## src/rtl/aai_pkg.sv

```systemverilog
package aai_pkg;

    localparam logic [7:0] OPC_AAI     = 8'hAD;
    localparam logic [7:0] OPC_WREN    = 8'h06;
    localparam logic [7:0] OPC_WRDI    = 8'h04;
    localparam logic [7:0] OPC_RDSR    = 8'h05;
    localparam logic [7:0] OPC_RB_ON   = 8'h70;
    localparam logic [7:0] OPC_RB_OFF  = 8'h80;

    localparam int ST_BUSY = 0;
    localparam int ST_WEL  = 1;
    localparam int ST_MODE = 6;

    localparam logic [2:0] LEN_ENTRY = 3'd6;
    localparam logic [2:0] LEN_NEXT  = 3'd3;
    localparam logic [2:0] LEN_CMD   = 3'd1;

    typedef struct packed {
        logic       cs;
        logic [6:0] sh;
        logic [2:0] bitcnt;
        logic [2:0] nbytes;
        logic       vld;
        logic [7:0] data;
        logic [2:0] idx;
    } rx_state_t;

endpackage

```

## src/rtl/aai_byte_rx.sv

```systemverilog
module aai_byte_rx
    import aai_pkg::*;
(
    input  logic       clk,
    input  logic       rst_n,
    input  logic       cs_n,
    input  logic       sck_rise,
    input  logic       mosi,
    output logic       byte_vld,
    output logic [7:0] byte_data,
    output logic [2:0] byte_idx,
    output logic       frame_end,
    output logic [2:0] frame_bytes,
    output logic       frame_whole,
    output logic       bit_tick
);

    rx_state_t rx_d, rx_q;

    always_comb begin
        rx_d     = rx_q;
        rx_d.vld = 1'b0;
        rx_d.cs  = cs_n;
        if (cs_n) begin
            rx_d.bitcnt = '0;
            rx_d.nbytes = '0;
        end else if (sck_rise) begin
            rx_d.sh     = {rx_q.sh[5:0], mosi};
            rx_d.bitcnt = rx_q.bitcnt + 3'd1;
            if (rx_q.bitcnt == 3'd7) begin
                rx_d.vld  = 1'b1;
                rx_d.data = {rx_q.sh, mosi};
                rx_d.idx  = rx_q.nbytes;
                if (rx_q.nbytes != 3'd7) begin
                    rx_d.nbytes = rx_q.nbytes + 3'd1;
                end
            end
        end
    end

    always_ff @(posedge clk or negedge rst_n) begin
        if (!rst_n) begin
            rx_q    <= '0;
            rx_q.cs <= 1'b1;
        end else begin
            rx_q <= rx_d;
        end
    end

    assign byte_vld    = rx_q.vld;
    assign byte_data   = rx_q.data;
    assign byte_idx    = rx_q.idx;
    assign frame_end   = cs_n & ~rx_q.cs;
    assign frame_bytes = rx_q.nbytes;
    assign frame_whole = (rx_q.bitcnt == 3'd0);
    assign bit_tick    = sck_rise & ~cs_n;

endmodule

```

## src/rtl/aai_prog_timer.sv

```systemverilog
module aai_prog_timer #(
    parameter int PROG_CYCLES = 2000
) (
    input  logic clk,
    input  logic rst_n,
    input  logic start,
    output logic busy
);

    localparam int TW = $clog2(PROG_CYCLES + 1);
    localparam logic [TW-1:0] LOAD = TW'(PROG_CYCLES);

    logic [TW-1:0] cnt_d, cnt_q;

    always_comb begin
        cnt_d = cnt_q;
        if (start) begin
            cnt_d = LOAD;
        end else if (cnt_q != '0) begin
            cnt_d = cnt_q - 1'b1;
        end
    end

    always_ff @(posedge clk or negedge rst_n) begin
        if (!rst_n) begin
            cnt_q <= '0;
        end else begin
            cnt_q <= cnt_d;
        end
    end

    assign busy = (cnt_q != '0);

endmodule

```

## src/rtl/aai_cmd_ctrl.sv

```systemverilog
module aai_cmd_ctrl
    import aai_pkg::*;
#(
    parameter int AW = 20
) (
    input  logic          clk,
    input  logic          rst_n,
    input  logic          cs_n,
    input  logic          byte_vld,
    input  logic [7:0]    byte_data,
    input  logic [2:0]    byte_idx,
    input  logic          frame_end,
    input  logic [2:0]    frame_bytes,
    input  logic          frame_whole,
    input  logic          bit_tick,
    input  logic          tmr_busy,
    output logic          tmr_start,
    output logic          arr_we,
    output logic [AW-1:0] arr_addr,
    output logic [7:0]    arr_wdata,
    output logic          so,
    output logic          so_oe,
    output logic          wel,
    output logic          mode,
    output logic          busy
);

    localparam int WAW = AW - 1;

    typedef struct packed {
        logic            wel;
        logic            mode;
        logic            rb_en;
        logic            rd_act;
        logic [7:0]      opc;
        logic [4:0][7:0] bufb;
        logic [WAW-1:0]  waddr;
        logic            wr_ph;
        logic [7:0]      d1;
        logic            we;
        logic [AW-1:0]   addr;
        logic [7:0]      wdata;
        logic [7:0]      sosh;
    } ctl_state_t;

    ctl_state_t c_d, c_q;

    logic           busy_now;
    logic [7:0]     status;
    logic [23:0]    a24;
    logic           go;
    logic [WAW-1:0] go_waddr;
    logic [7:0]     go_d0;
    logic [7:0]     go_d1;

    always_comb begin
        busy_now = tmr_busy | c_q.wr_ph;
        status          = '0;
        status[ST_BUSY] = busy_now;
        status[ST_WEL]  = c_q.wel;
        status[ST_MODE] = c_q.mode;
        a24 = {c_q.bufb[0], c_q.bufb[1], c_q.bufb[2]};

        c_d       = c_q;
        c_d.we    = 1'b0;
        tmr_start = 1'b0;
        go        = 1'b0;
        go_waddr  = c_q.waddr;
        go_d0     = '0;
        go_d1     = '0;

        if (c_q.wr_ph) begin
            c_d.we    = 1'b1;
            c_d.addr  = {c_q.waddr, 1'b1};
            c_d.wdata = c_q.d1;
            c_d.wr_ph = 1'b0;
        end

        if (bit_tick && c_q.rd_act) begin
            c_d.sosh = {c_q.sosh[6:0], 1'b0};
        end

        if (byte_vld) begin
            if (byte_idx == 3'd0) begin
                c_d.opc = byte_data;
                if (byte_data == OPC_RDSR) begin
                    c_d.rd_act = 1'b1;
                    c_d.sosh   = status;
                end
            end else begin
                if (byte_idx <= 3'd5) begin
                    c_d.bufb[byte_idx - 3'd1] = byte_data;
                end
                if (c_q.rd_act) begin
                    c_d.sosh = status;
                end
            end
        end

        if (frame_end) begin
            c_d.rd_act = 1'b0;
            if (frame_whole) begin
                case (c_q.opc)
                    OPC_WREN: begin
                        if (frame_bytes == LEN_CMD && !c_q.mode) c_d.wel = 1'b1;
                    end
                    OPC_WRDI: begin
                        if (frame_bytes == LEN_CMD) begin
                            c_d.wel  = 1'b0;
                            c_d.mode = 1'b0;
                        end
                    end
                    OPC_RB_ON: begin
                        if (frame_bytes == LEN_CMD && !c_q.mode) c_d.rb_en = 1'b1;
                    end
                    OPC_RB_OFF: begin
                        if (frame_bytes == LEN_CMD && !c_q.mode) c_d.rb_en = 1'b0;
                    end
                    OPC_AAI: begin
                        if (!busy_now && c_q.wel) begin
                            if (!c_q.mode && frame_bytes == LEN_ENTRY) begin
                                go       = 1'b1;
                                go_waddr = a24[AW-1:1];
                                go_d0    = c_q.bufb[3];
                                go_d1    = c_q.bufb[4];
                            end else if (c_q.mode && frame_bytes == LEN_NEXT) begin
                                go       = 1'b1;
                                go_waddr = c_q.waddr + 1'b1;
                                go_d0    = c_q.bufb[0];
                                go_d1    = c_q.bufb[1];
                            end
                        end
                    end
                    default: ;
                endcase
            end
        end

        if (go) begin
            c_d.mode  = 1'b1;
            c_d.waddr = go_waddr;
            c_d.we    = 1'b1;
            c_d.addr  = {go_waddr, 1'b0};
            c_d.wdata = go_d0;
            c_d.d1    = go_d1;
            c_d.wr_ph = 1'b1;
            tmr_start = 1'b1;
        end
    end

    always_ff @(posedge clk or negedge rst_n) begin
        if (!rst_n) begin
            c_q <= '0;
        end else begin
            c_q <= c_d;
        end
    end

    assign arr_we    = c_q.we;
    assign arr_addr  = c_q.addr;
    assign arr_wdata = c_q.wdata;
    assign so_oe     = ~cs_n & (c_q.rd_act | (c_q.rb_en & c_q.mode));
    assign so        = c_q.rd_act ? c_q.sosh[7] : ~busy_now;
    assign wel       = c_q.wel;
    assign mode      = c_q.mode;
    assign busy      = busy_now;

endmodule

```

## src/rtl/aai_word_prog.sv

```systemverilog
module aai_word_prog
    import aai_pkg::*;
#(
    parameter int AW          = 20,
    parameter int PROG_CYCLES = 2000
) (
    input  logic          clk,
    input  logic          rst_n,
    input  logic          spi_cs_n,
    input  logic          spi_sck_rise,
    input  logic          spi_mosi,
    output logic          spi_so,
    output logic          spi_so_oe,
    output logic          arr_we,
    output logic [AW-1:0] arr_addr,
    output logic [7:0]    arr_wdata
);

    logic       rx_vld;
    logic [7:0] rx_data;
    logic [2:0] rx_idx;
    logic       rx_fend;
    logic [2:0] rx_nbytes;
    logic       rx_whole;
    logic       rx_tick;
    logic       tmr_start;
    logic       tmr_busy;
    logic       aai_wel;
    logic       aai_mode;
    logic       aai_busy;

    aai_byte_rx u_rx (
        .clk         (clk),
        .rst_n       (rst_n),
        .cs_n        (spi_cs_n),
        .sck_rise    (spi_sck_rise),
        .mosi        (spi_mosi),
        .byte_vld    (rx_vld),
        .byte_data   (rx_data),
        .byte_idx    (rx_idx),
        .frame_end   (rx_fend),
        .frame_bytes (rx_nbytes),
        .frame_whole (rx_whole),
        .bit_tick    (rx_tick)
    );

    aai_prog_timer #(.PROG_CYCLES(PROG_CYCLES)) u_tmr (
        .clk   (clk),
        .rst_n (rst_n),
        .start (tmr_start),
        .busy  (tmr_busy)
    );

    aai_cmd_ctrl #(.AW(AW)) u_ctl (
        .clk         (clk),
        .rst_n       (rst_n),
        .cs_n        (spi_cs_n),
        .byte_vld    (rx_vld),
        .byte_data   (rx_data),
        .byte_idx    (rx_idx),
        .frame_end   (rx_fend),
        .frame_bytes (rx_nbytes),
        .frame_whole (rx_whole),
        .bit_tick    (rx_tick),
        .tmr_busy    (tmr_busy),
        .tmr_start   (tmr_start),
        .arr_we      (arr_we),
        .arr_addr    (arr_addr),
        .arr_wdata   (arr_wdata),
        .so          (spi_so),
        .so_oe       (spi_so_oe),
        .wel         (aai_wel),
        .mode        (aai_mode),
        .busy        (aai_busy)
    );

endmodule

```

## config.mk

```make
export PLATFORM = sky130hd
export DESIGN_NAME = aai_word_prog
export DESIGN_NICKNAME = d
export VERILOG_FILES = /design/src/rtl/aai_pkg.sv /design/src/rtl/aai_byte_rx.sv /design/src/rtl/aai_prog_timer.sv /design/src/rtl/aai_cmd_ctrl.sv /design/src/rtl/aai_word_prog.sv
export SDC_FILE = /design/constraint.sdc
export NUM_CORES = 1
export LEC_CHECK = 0
export BUFFER_PORTS_ARGS = -buffer_cell sky130_fd_sc_hd__buf_2
export CAP_MARGIN = 15
export CORE_MARGIN = 5
export CORE_UTILIZATION = 41
export CTS_BUF_LIST = sky130_fd_sc_hd__clkbuf_4
export CTS_CLUSTER_DIAMETER = 30
export DETAILED_ROUTE_END_ITERATION = 6
export PLACE_DENSITY = 0.55
export SLEW_MARGIN = 20
export SYNTH_ARGS = -nofsm -noshare
export SYNTH_HDL_FRONTEND = slang
export SYNTH_HIERARCHICAL = 1
export SYNTH_SLANG_ARGS = --single-unit
export TNS_END_PERCENT = 100
```

## constraint.sdc

```tcl
create_clock -name clk -period 3.4 [get_ports clk]
set_input_delay 0.68 -clock clk [delete_from_list [all_inputs] [get_ports clk]]
set_output_delay 0.68 -clock clk [all_outputs]
set_load 0.01 [all_outputs]
```

Yosys cells after proc, flatten, opt, wreduce, memory -nomap -nowiden. Cells that the tools add are included.

Register bits: 154. Bits of input ports: 5. Output and inout port bits: 31.

Add/sub/neg operators: 5. Magnitude comparators: 3. Equality and inequality tests: 15. Muxes and demuxes: 57. Bitwise gates (word level): 10. Reduce and logical (&&, ||, !) cells: 34.

Operators by type and width (number): $mux W8 (18); $mux W19 (6); $mux W40 (2); $mux W49 (1); $bwmux W40 (1); $mux W38 (1); $mux W29 (1); $reduce_bool A2 Y1 (14); $demux W8 S3 (1); $eq A8 B3 Y1 const B (3); $mux W11 (2); $add A19 B1 Y19 const B (1); $mux W18 (1); $eq A8 B8 Y1 const B (2); $mux W15 (1); $mux W1 (13); $mux W12 (1); $reduce_and A3 Y1 (4); $reduce_bool A11 Y1 (1); $sub A11 B1 Y11 const B (1); $reduce_and A5 Y1 (2); $mux W9 (1); $eq A8 B7 Y1 const B (1); $ne A2 B1 Y1 const B (4); 21 further kinds (41).

Depth between registers and ports, before layout. Gate-level depths: netlist of run 1.

Word-level depth: 11. Gate-level depth with buffers: 15. Gate-level depth less buffers: 11.

Modules after synthesis. Netlist of run 1, hierarchy kept.

Modules (own cells, without submodules): aai_cmd_ctrl (times used 1, cells an instance 519, area each 5672.9 sq um); aai_byte_rx (times used 1, cells an instance 90, area each 1293.7 sq um); aai_prog_timer (times used 1, cells an instance 62, area each 593.1 sq um).

Least setup slack after synthesis of run 1. OpenSTA, ideal clock, no wires.

Path kind: reg2reg. Start point: register u_tmr.cnt_q[0]. End point: register u_tmr.cnt_q[2]. Arrival time: 3033 ps. Required time: 3273 ps. Setup slack: 240 ps. Cell stages (with the launch flop): 16. Buffers on the path: 4. Path through: dfrtp_1 -> inv_1 -> ha_1 -> nor4b_4 -> nand3_1 -> or2_2 -> buf_2 -> nor4_4 -> nand2_1 -> clkinv_1 -> buf_2 -> buf_2 -> clkbuf_1 -> nor2_1 -> nand3_1 -> o21ai_0.

Word-level cells in the longest chain between the ends: 10. Elaborated cells between the ends (all ways): 13.

Ends and longest elaborated chain: start: declaration (line aai_prog_timer.sv:13) `logic [TW-1:0] cnt_d, cnt_q;`; start signal: assignment (line aai_prog_timer.sv:28) `cnt_q <= cnt_d;`; $reduce_bool A11 Y1 (*) (line aai_prog_timer.sv:32) `assign busy = (cnt_q != '0);`; via tmr_busy (line aai_word_prog.sv:27) `logic tmr_busy;`; $or A1 B1 Y1 (*) (line aai_cmd_ctrl.sv:57) `busy_now = tmr_busy | c_q.wr_ph;`; via aai_busy (line aai_word_prog.sv:30) `logic aai_busy;`; $logic_not A1 Y1 (*) (line aai_cmd_ctrl.sv:120) `if (!busy_now && c_q.wel) begin`; $logic_and A1 B1 Y1 (*) (line aai_cmd_ctrl.sv:120); $mux W1 (*) (line aai_cmd_ctrl.sv:120); $mux W1 (*) (line aai_cmd_ctrl.sv:103) `case (c_q.opc)`; $mux W1 (*) (line aai_cmd_ctrl.sv:102) `if (frame_whole) begin`; $mux W1 (*) (line aai_cmd_ctrl.sv:100) `if (frame_end) begin`; $mux W1 (*) (line aai_cmd_ctrl.sv:139) `if (go) begin`; via tmr_start (line aai_word_prog.sv:26) `logic tmr_start;`; $mux W11 or $reduce_bool A2 Y1 (tied branches).

Mark *: on every way through the listed nets, which the timed path passes. The rest lies on a longest branch. The select of a mux whose other input is x is not followed. A chain may end at the register's enable or synchronous reset.

Worst setup path after layout of run 1.
Start point: register u_tmr.cnt_q[6]. End point: output spi_so.

Word-level cells in the longest chain between the ends: 4.

Ends and longest elaborated chain: $reduce_bool A11 Y1 (line aai_prog_timer.sv:32); via tmr_busy (line aai_word_prog.sv:27); $or A1 B1 Y1 (line aai_cmd_ctrl.sv:57); via aai_busy (line aai_word_prog.sv:30); $not A1 Y1 (line aai_cmd_ctrl.sv:163) `assign so = c_q.rd_act ? c_q.sosh[7] : ~busy_now;`; $mux W1 (line aai_cmd_ctrl.sv:163); end: declaration (line aai_word_prog.sv:12) `output logic spi_so,`.

The timed path passes the listed nets, and every way through them passes these cells.

==> parameters.txt, run 1 <==
Parameter                              Value

Pwr
  Switching share of power ... roughly 23%
  Part of the power in the clock network ... between 30% and 40%
  Sequential fraction of design power ... 60.0%
  Power per cell area ... around 400 nW/um2
  Switching Power ... slightly above 0.7 mW
  Leakage dissipation ... 3.79 nW
  Maximum VDD drop ... about 0.18 mV
  Combinational share of power ... 3.9%
  Internal Dissipation ... 2.45 mW

Global routing
  Busiest layer in global routing ... met2
  M2 GR Usage ... between 20% and 30%
  Via count of the first global-routing pass ... roughly 5,300
  Met1 demand-to-capacity share in global routing ... 23.0%
  GR Util All Layers ... between 10% and 20%
  Largest net degree at the start of global routing ... 78
  Antenna violations before repair ... 1
  Met3 Usage GRT ... about 4.7%
  First-pass GRT wire length ... ~29 mm
  GRT Residual Overflow ... 0

Timing
  TNS Setup ... 0 ps
  Final count of pins violating max slew ... 0
  Shortest period the worst path allows ... ~3100 ps
  Slew at the pin closest to its max-slew limit ... approximately 860 ps
  Final Hold Vio Count ... 0
  Clk_skew ... approximately 22 ps
  Relative max-transition margin ... 42.6%
  Fmax achieved ... 0.318 GHz
  Number of endpoints failing setup at the final stage ... 0
  Fraction of the cycle the final worst path needs ... between 90 and 100%
  Setup repair after global routing missed its margin ... false

Synth
  Number of enable-type register cells in the synthesized netlist ... 0
  Portion of synthesized cell area occupied by the leading cell type ... between 50 and 60%
  Share of flip-flops with an asynchronous set or reset ... 100%
  Post-synthesis sequential area ratio ... 50.7%
  Yosys warnings ... 6
  Post-synthesis instance total ... between 600 and 700
  Post-synth top cells ... sky130_fd_sc_hd__dfrtp_1 (152), sky130_fd_sc_hd__mux2_2 (61), sky130_fd_sc_hd__buf_4 (42), sky130_fd_sc_hd__nand2_1 (42), sky130_fd_sc_hd__nor2_1 (37)
  Most instantiated library cell after synthesis ... sky130_fd_sc_hd__dfrtp_1
  Dominant cell type by area after synthesis ... sky130_fd_sc_hd__dfrtp_1
  Post-Synthesis Mean Instance Area ... between 10 and 15 um2
  Cell types with the largest area share after synthesis ... sky130_fd_sc_hd__dfrtp_1 (50%), sky130_fd_sc_hd__mux2_2 (9.1%), sky130_fd_sc_hd__buf_4 (4.2%)
  Post-synthesis cell type count ... a little under 70
  Register bit count reported by yosys ... roughly 150
  Area of the mapped netlist ... 7560 um2
  Number of nets in the synthesized netlist ... 686
  Dominant synthesized flop cell ... sky130_fd_sc_hd__dfrtp_1

Cells and area
  Final design area excluding fillers ... about 8000 um2
  Final design utilization ... ~44%
  Fillcell total ... ~1,700
  Synth-to-Final Area Change ... 5.68%
  Layout cell share with drive strength beyond 1 ... approximately a quarter
  Total number of nets in the final design ... 682

Clock tree
  Clock transition at the registers of the reported paths ... 130 ps
  Maximum count of clock buffers along a single path ... 2
  Clock Latency Late Sink ... between 500 and 600 ps
  TritonCTS buffer count ... 17
  Hold buffers post-CTS ... 0
  Post-CTS setup buffer count ... 0
  TritonCTS Sinks ... about 150
  TritonCTS clock tree ... built
  Total number of H-tree levels ... 4
  Cell at the root of the clock tree ... sky130_fd_sc_hd__clkbuf_4

Die
  Height of the die ... approximately 150 um
  Initial cell density of the core ... a little over two fifths
  Die width ... 146 um
  Io pins ... 36
  DIE AREA ... between 20,000 and 25,000 um2
  Num rows ... 49
  Core box area ... about 18,000 um2

Drt
  Post-DR wirelength/cell ... about 19 um
  Final wirelength ... between 15 and 20 mm
  DRT iter0 DRCs ... between 300 and 400
  Vias post-DR ... 5,170
  Average via count per standard cell ... about 5.7
  DR DRC count ... 0
  Remaining antenna violation count after routing ... 0
  Number of detailed-route iterations in the first pass ... 7

Status
  Outcome ... completed

Worst setup path
  Startpoint types ... flip-flop
  Maximum fanout encountered on the critical timing path ... 5
  Critical path capture point type ... output port
  Arrival time reported for the critical path endpoint ... about 2500 ps
  Required @ worst endpoint ... 2720 ps
  Startpoint-to-endpoint class of the critical path ... reg2out

Run
  Number of max-cap violations ... 0

Placed design
  Instance area after placement ... around 7700 um2
  RePlAce Congestion ... 0.897
  Final HPWL from detailed placement ... about 12 mm
  Count of port buffers added during placement ... 35

Min path
  Worst min path class ... in2async
==> metal layers <==
metal,vias up,share of wire (%)
met5,-,0
met4,0,1.3
met3,24,4.9
met2,138,47
li1,2411,-
met1,2597,47
==> cells in the final DEF, fill, tap and decap left out, types with 6 or more instances in the layout <==
cell type                     n
sky130_fd_sc_hd__dfrtp_1    152
sky130_fd_sc_hd__mux2_2      61
sky130_fd_sc_hd__nand2_1     42
sky130_fd_sc_hd__nor2_1      37
sky130_fd_sc_hd__buf_2       34
sky130_fd_sc_hd__a21oi_1     30
sky130_fd_sc_hd__o21ai_0     25
sky130_fd_sc_hd__clkbuf_4    20
sky130_fd_sc_hd__a22oi_1     17
sky130_fd_sc_hd__nor2b_1     16
sky130_fd_sc_hd__mux2_4      16
sky130_fd_sc_hd__buf_4       15
sky130_fd_sc_hd__inv_1       15
sky130_fd_sc_hd__nand3_1     13
sky130_fd_sc_hd__nand4_1     11
sky130_fd_sc_hd__nor3_1      11
sky130_fd_sc_hd__a211oi_1    11
sky130_fd_sc_hd__ha_1        10
sky130_fd_sc_hd__a31oi_1      9
sky130_fd_sc_hd__mux2i_1      8
sky130_fd_sc_hd__nand2b_1     7
sky130_fd_sc_hd__or3_1        7
sky130_fd_sc_hd__a2bb2oi_1    7
sky130_fd_sc_hd__nor4_1       6
sky130_fd_sc_hd__o22ai_1      6
==> power by group through the flow <==
stage / Combinational [mW] / Sequential, mW / Clock (mW)
CTS: 0.129 / 1.90 / 1.19
floorplan: 0.0778 / 1.92 / 0
global placement: 0.125 / 1.93 / 0
detailed placement: 0.128 / 1.94 / 0
global route: 0.141 / 1.91 / 1.28
finish: 0.124 / 1.90 / 1.14
==> worst paths after layout <==
check,to,startpoint,depth (start not counted),slack (ps)
worst max-delay path,spi_so,u_tmr/cnt_q[6],5,250
worst min-delay path,u_ctl/arr_wdata[6],rst_n,1,140
worst max register to register,u_ctl/arr_addr[19],u_tmr/cnt_q[6],7,370
worst min register to register,u_ctl/c_q[38],u_ctl/c_q[38],2,500
max in group asynchronous,u_rx/rx_q[25],rst_n,2,2400
min in group clk,u_rx/rx_q[25],spi_cs_n,1,330
==> cells by family (layout without fill, tap and decap cells) <==
logic type	count (synthesis)	count (layout)	share of synthesized area, %
xor+xnor	4	4	0.463
fa+ha+maj	10	10	1.66
other cells	0	1	0
buf+inv	91	100	7.12
compound gates	145	145	13.0
flops	153	153	50.7
simple gates	183	183	13.7
mux	85	85	13.3
==> critical path: stages, from the launching register on <==
cell                      delay [ps]
sky130_fd_sc_hd__dfrtp_1         440
sky130_fd_sc_hd__nor3_1          450
sky130_fd_sc_hd__nand3_1         290
sky130_fd_sc_hd__or2_2           420
sky130_fd_sc_hd__o21ai_1         180
sky130_fd_sc_hd__buf_2           160
==> per-stage QoR <==
| stage | worst slack, ps | cells | power (mW) | hold slack (ps) |
|---|---|---|---|---|
| 6_report | 252 | 910 | 3.17 | 143 |
| 3_5_place_dp | 407 | 877 | 2.06 | 471 |
| 3_3_place_gp | 483 | 877 | 2.06 | 464 |
| 4_1_cts | 67.1 | 909 | 3.22 | 140 |
| 5_1_grt | 20.1 | 910 | 3.33 | 156 |
| 2_1_floorplan | 240 | 671 | 2.00 | 384 |
==> what timing repair did <==
action	in CTS	in global routing
gates resized for setup	0	1
setup endpoints to repair	0	1
hold endpoints to repair	0	0
==> layout make-up <==
type	instances	area (um2)	area share, %
Antenna cell	1	2.50	0.0313
Clock buffer	20	150	1.88
Clock inverter	12	135	1.69
Inverter	17	63.8	0.799
Multi-Input combinational cell	427	3210	40.1
Sequential cell	153	3830	47.9
Tap cell	229	287	3.59
Timing Repair Buffer	51	314	3.93
No activity file was read; power rests on OpenSTA's default activity.
==> run 2, diff against run 1 <==
--- a/config.mk
+++ b/config.mk
@@ -12,8 +12,9 @@
 export CTS_BUF_LIST = sky130_fd_sc_hd__clkbuf_4
 export CTS_CLUSTER_DIAMETER = 30
 export DETAILED_ROUTE_END_ITERATION = 6
+export GPL_TIMING_DRIVEN = 0
 export PLACE_DENSITY = 0.55
-export SLEW_MARGIN = 20
+export SLEW_MARGIN = 30
 export SYNTH_ARGS = -nofsm -noshare
 export SYNTH_HDL_FRONTEND = slang
 export SYNTH_HIERARCHICAL = 1
==> run 2 against run 1 <==
Compared with the run above:
- die area unchanged
- count of clock-buffer cells in the layout decreased by 1
- sequential power is essentially flat
- power is 1.0% higher
- utilization grew 2.7 points
- via count grew 4.4%
- critical path depth increased by 8
- setup slack gained 16 ps
- routed wire length grew 2.1%
- clock skew is 0.93 ps lower
- cell area up 6.2%
- critical endpoint is now u_tmr/cnt_q[2]
==> parameters.txt, run 2 (synthesized netlist as in run 1, its figures left out) <==
Parameter                              Value

Cells and area
  Leading cell type in the layout, fill and taps excluded ... sky130_fd_sc_hd__dfrtp_1 (unchanged)
  Sequential cell area ... 3830 um2 (unchanged)
  Footprint of the multi-input gates ... 3210 um2 (about the same)
  Post-layout instance count excluding filler cells ... 976 (was 910)
  Fillcell total ... 1,676 (was 1,700)
  Total number of nets in the final design ... 749 (was 682)
  Synth-to-Final Area Change ... 12.2% (was 5.68%)
  Layout cell share with drive strength beyond 1 ... 31.2% (was 26.3%)
  Commonest non-fill, non-tap cells in the layout ... sky130_fd_sc_hd__dfrtp_1 (152), sky130_fd_sc_hd__mux2_2 (61), sky130_fd_sc_hd__buf_4 (51), sky130_fd_sc_hd__nand2_1 (42) (was sky130_fd_sc_hd__dfrtp_1 (152), sky130_fd_sc_hd__mux2_2 (61), sky130_fd_sc_hd__nand2_1 (42), sky130_fd_sc_hd__nor2_1 (37), sky130_fd_sc_hd__buf_2 (34))
  Number of antenna diodes ... 0 (was 1)
  Final design utilization ... 46.9% (was 44.2%)
  Final design area excluding fillers ... 8480 um2 (was 7990 um2)

Worst setup path
  Arrival time reported for the critical path endpoint ... 3590 ps (was 2470 ps)
  Worst r2r src ... u_tmr/cnt_q[9] (was u_tmr/cnt_q[6])
  Cell with the largest stage delay on the worst path ... sky130_fd_sc_hd__dfrtp_1 (was sky130_fd_sc_hd__nor3_1)
  Flop2flop setup slack ... 270 ps (was 370 ps)
  Required @ worst endpoint ... 3850 ps (was 2720 ps)
  Length in cells of the worst reg-to-reg path ... 13 (was 7)
  Crit path launch ... u_tmr/cnt_q[9] (was u_tmr/cnt_q[6])
  Maximum fanout encountered on the critical timing path ... 16 (was 5)
  Crit path capture ... u_tmr/cnt_q[2] (was spi_so)
  Startpoint types ... flip-flop (unchanged)
  Reg-to-Reg End ... u_tmr/cnt_q[2] (was u_ctl/arr_addr[19])
  Startpoint-to-endpoint class of the critical path ... reg2reg (was reg2out)
  Critical path's largest stage delay ... 470 ps (was 450 ps)
  CP cell instances ... nor3_1 -> nand3_2 -> or2_2 -> buf_2 -> nor4_4 -> nand2_1 -> clkinvlp_4 -> buf_4 -> buf_6 -> clkbuf_4 -> nor2_1 -> nand3_1 -> o21ai_0 (was nor3_1 -> nand3_1 -> or2_2 -> o21ai_1 -> buf_2)
  Critical path capture point type ... flip-flop (was output port)

Drt
  DRT iter0 DRCs ... 358 (was 397)
  Post-DR wirelength/cell ... 17.9 um (was 18.8 um)
  Number of detailed-route iterations in the first pass ... 6 (was 7)
  Remaining antenna violation count after routing ... 0 (unchanged)
  Vias post-DR ... 5,400 (was 5,170)
  Final wirelength ... 17.5 mm (was 17.1 mm)
  DR DRC count ... 0 (unchanged)
  Average via count per standard cell ... 5.53 (was 5.68)

Timing
  Slew at the pin closest to its max-slew limit ... 743 ps (was 856 ps)
  Shortest period the worst path allows ... 3130 ps (was 3150 ps)
  Clk_skew ... 20.6 ps (was 21.5 ps)
  Relative max-transition margin ... 50.3% (was 42.6%)
  Final count of pins violating max slew ... 0 (unchanged)
  Fmax achieved ... 0.319 GHz (was 0.318 GHz)
  Number of endpoints failing setup at the final stage ... 0 (unchanged)
  Final Hold Vio Count ... 0 (unchanged)
  Fraction of the cycle the final worst path needs ... 92.1% (was 92.6%)

Global routing
  Antenna violations before repair ... 0 (was 1)
  GRT Residual Overflow ... 0 (unchanged)
  GR Util All Layers ... 16.7% (was 16.8%)
  Met1 demand-to-capacity share in global routing ... 23.4% (was 23.0%)
  Met3 Usage GRT ... 4.73% (was 4.70%)
  Largest net degree at the start of global routing ... 62 (was 78)
  M2 GR Usage ... 25.6% (was 26.2%)
  First-pass GRT wire length ... 28.6 mm (was 28.7 mm)
  Busiest layer in global routing ... met2 (unchanged)
  Via count of the first global-routing pass ... 5,356 (was 5,320)

Run
  Number of max-cap violations ... 0 (unchanged)

Die
  DIE AREA ... 21,300 um2 (unchanged)
  Core box area ... 18,100 um2 (unchanged)
  Die width ... 146 um (unchanged)
  Num rows ... 49 (unchanged)
  Io pins ... 36 (unchanged)
  Height of the die ... 146 um (unchanged)
  Initial cell density of the core ... 41.8% (unchanged)

Clock tree
  Clock transition at the registers of the reported paths ... 140 ps (was 130 ps)
  Total number of H-tree levels ... 4 (unchanged)
  TritonCTS buffer count ... 17 (unchanged)
  TritonCTS Sinks ... 153 (unchanged)
  Maximum count of clock buffers along a single path ... 2 (unchanged)
  TritonCTS clock tree ... built (unchanged)
  Cell at the root of the clock tree ... sky130_fd_sc_hd__clkbuf_4 (unchanged)
  Clock Latency Late Sink ... 560 ps (was 550 ps)

Placed design
  Post-Place Cells ... 936 (was 877)
  Instance area after placement ... 8090 um2 (was 7700 um2)
  Count of port buffers added during placement ... 34 (was 35)
  RePlAce Congestion ... 0.845 (was 0.897)
  Final HPWL from detailed placement ... 12.5 mm (was 11.7 mm)

Pwr
  Part of the power in the clock network ... 36.4% (was 36.1%)
  Switching share of power ... 23.2% (was 22.7%)
  Sequential fraction of design power ... 59.4% (was 60.0%)
  Combinational share of power ... 4.2% (was 3.9%)
  Internal Dissipation ... 2.46 mW (was 2.45 mW)
  Power per cell area ... 377 nW/um2 (was 396 nW/um2)
  Switching Power ... 0.742 mW (was 0.717 mW)
  Maximum VDD drop ... 0.202 mV (was 0.185 mV)
  Leakage dissipation ... 4.08 nW (was 3.79 nW)
  Post-layout total power ... 3.20 mW (was 3.17 mW)

Status
  Outcome ... completed (unchanged)

Min path
  Worst min path class ... in2reg (was in2async)
run 2: cell types whose count changed in the layout (fill, tap and decap cells not counted), moves of 3 or more:
cell,before,now
sky130_fd_sc_hd__nor3_1,11,8
sky130_fd_sc_hd__buf_6,1,5
sky130_fd_sc_hd__clkbuf_1,0,16
sky130_fd_sc_hd__buf_2,34,37
sky130_fd_sc_hd__buf_4,15,51
sky130_fd_sc_hd__nor3_2,2,5
sky130_fd_sc_hd__clkinv_1,5,2
run 2: metrics by stage:
step                      worst slack, ps  hold WS, ps  setup TNS [ps]
after floorplan                       240          384               0
after global placement               -601          465          -94990
after detailed placement             -628          472           -7820
after CTS                            61.9          225               0
after global routing                -6.85          217           -6.85
final                                 268          267               0
run 2: cell type report:
type	count	area share [%]
Sequential cell	153	45.2
Clock buffer	19	1.68
Clock inverter	13	1.80
Inverter	17	0.797
Tap cell	229	3.38
Timing Repair Buffer	44	3.51
Multi-Input combinational cell	427	37.9
Buffer	74	5.80
run 2: worst min path at each step:
stage | end | from | cells past startpoint
after floorplan | async pin | rst_n | 0
after global routing | u_rx/rx_q[25] | spi_cs_n | 1
after global placement | u_ctl/arr_addr[16] | u_ctl/arr_addr[16] | 2
final | u_rx/rx_q[25] | spi_cs_n | 1
after CTS | u_rx/rx_q[25] | spi_cs_n | 1
after detailed placement | u_ctl/arr_addr[14] | u_ctl/arr_addr[14] | 2
run 2: per-layer routing:
metal  wire [um]  vias up  share of wire, %
met1        8010     2673                46
met2        8120      176                46
met3        1180       17               6.7
met5           0        -                 0
li1            -     2534                 -
met4         195        0               1.1
run 2: what timing repair did:
item	4_1_cts	5_1_grt
hold buffers	1	0
setup endpoints to repair	45	27
hold endpoints to repair	35	0
setup buffers	2	5
pin swaps	1	1
resized for setup	7	6
run 2: power groups by stage:
stage / sequential (mW) / combinational (mW) / clock, mW
after CTS: 1.90 / 0.140 / 1.20
after floorplan: 1.92 / 0.0778 / 0
after detailed placement: 1.93 / 0.138 / 0
final: 1.90 / 0.136 / 1.16
after global placement: 1.93 / 0.124 / 0
after global routing: 1.91 / 0.153 / 1.28
run 2: critical path, delay by kind of cell (launching register included):
family	cells	cell delay, ps
DFF	1	470
buffers and inverters	5	900
and+or+nand+nor	7	1570
AOI/OAI and AO/OA	1	80
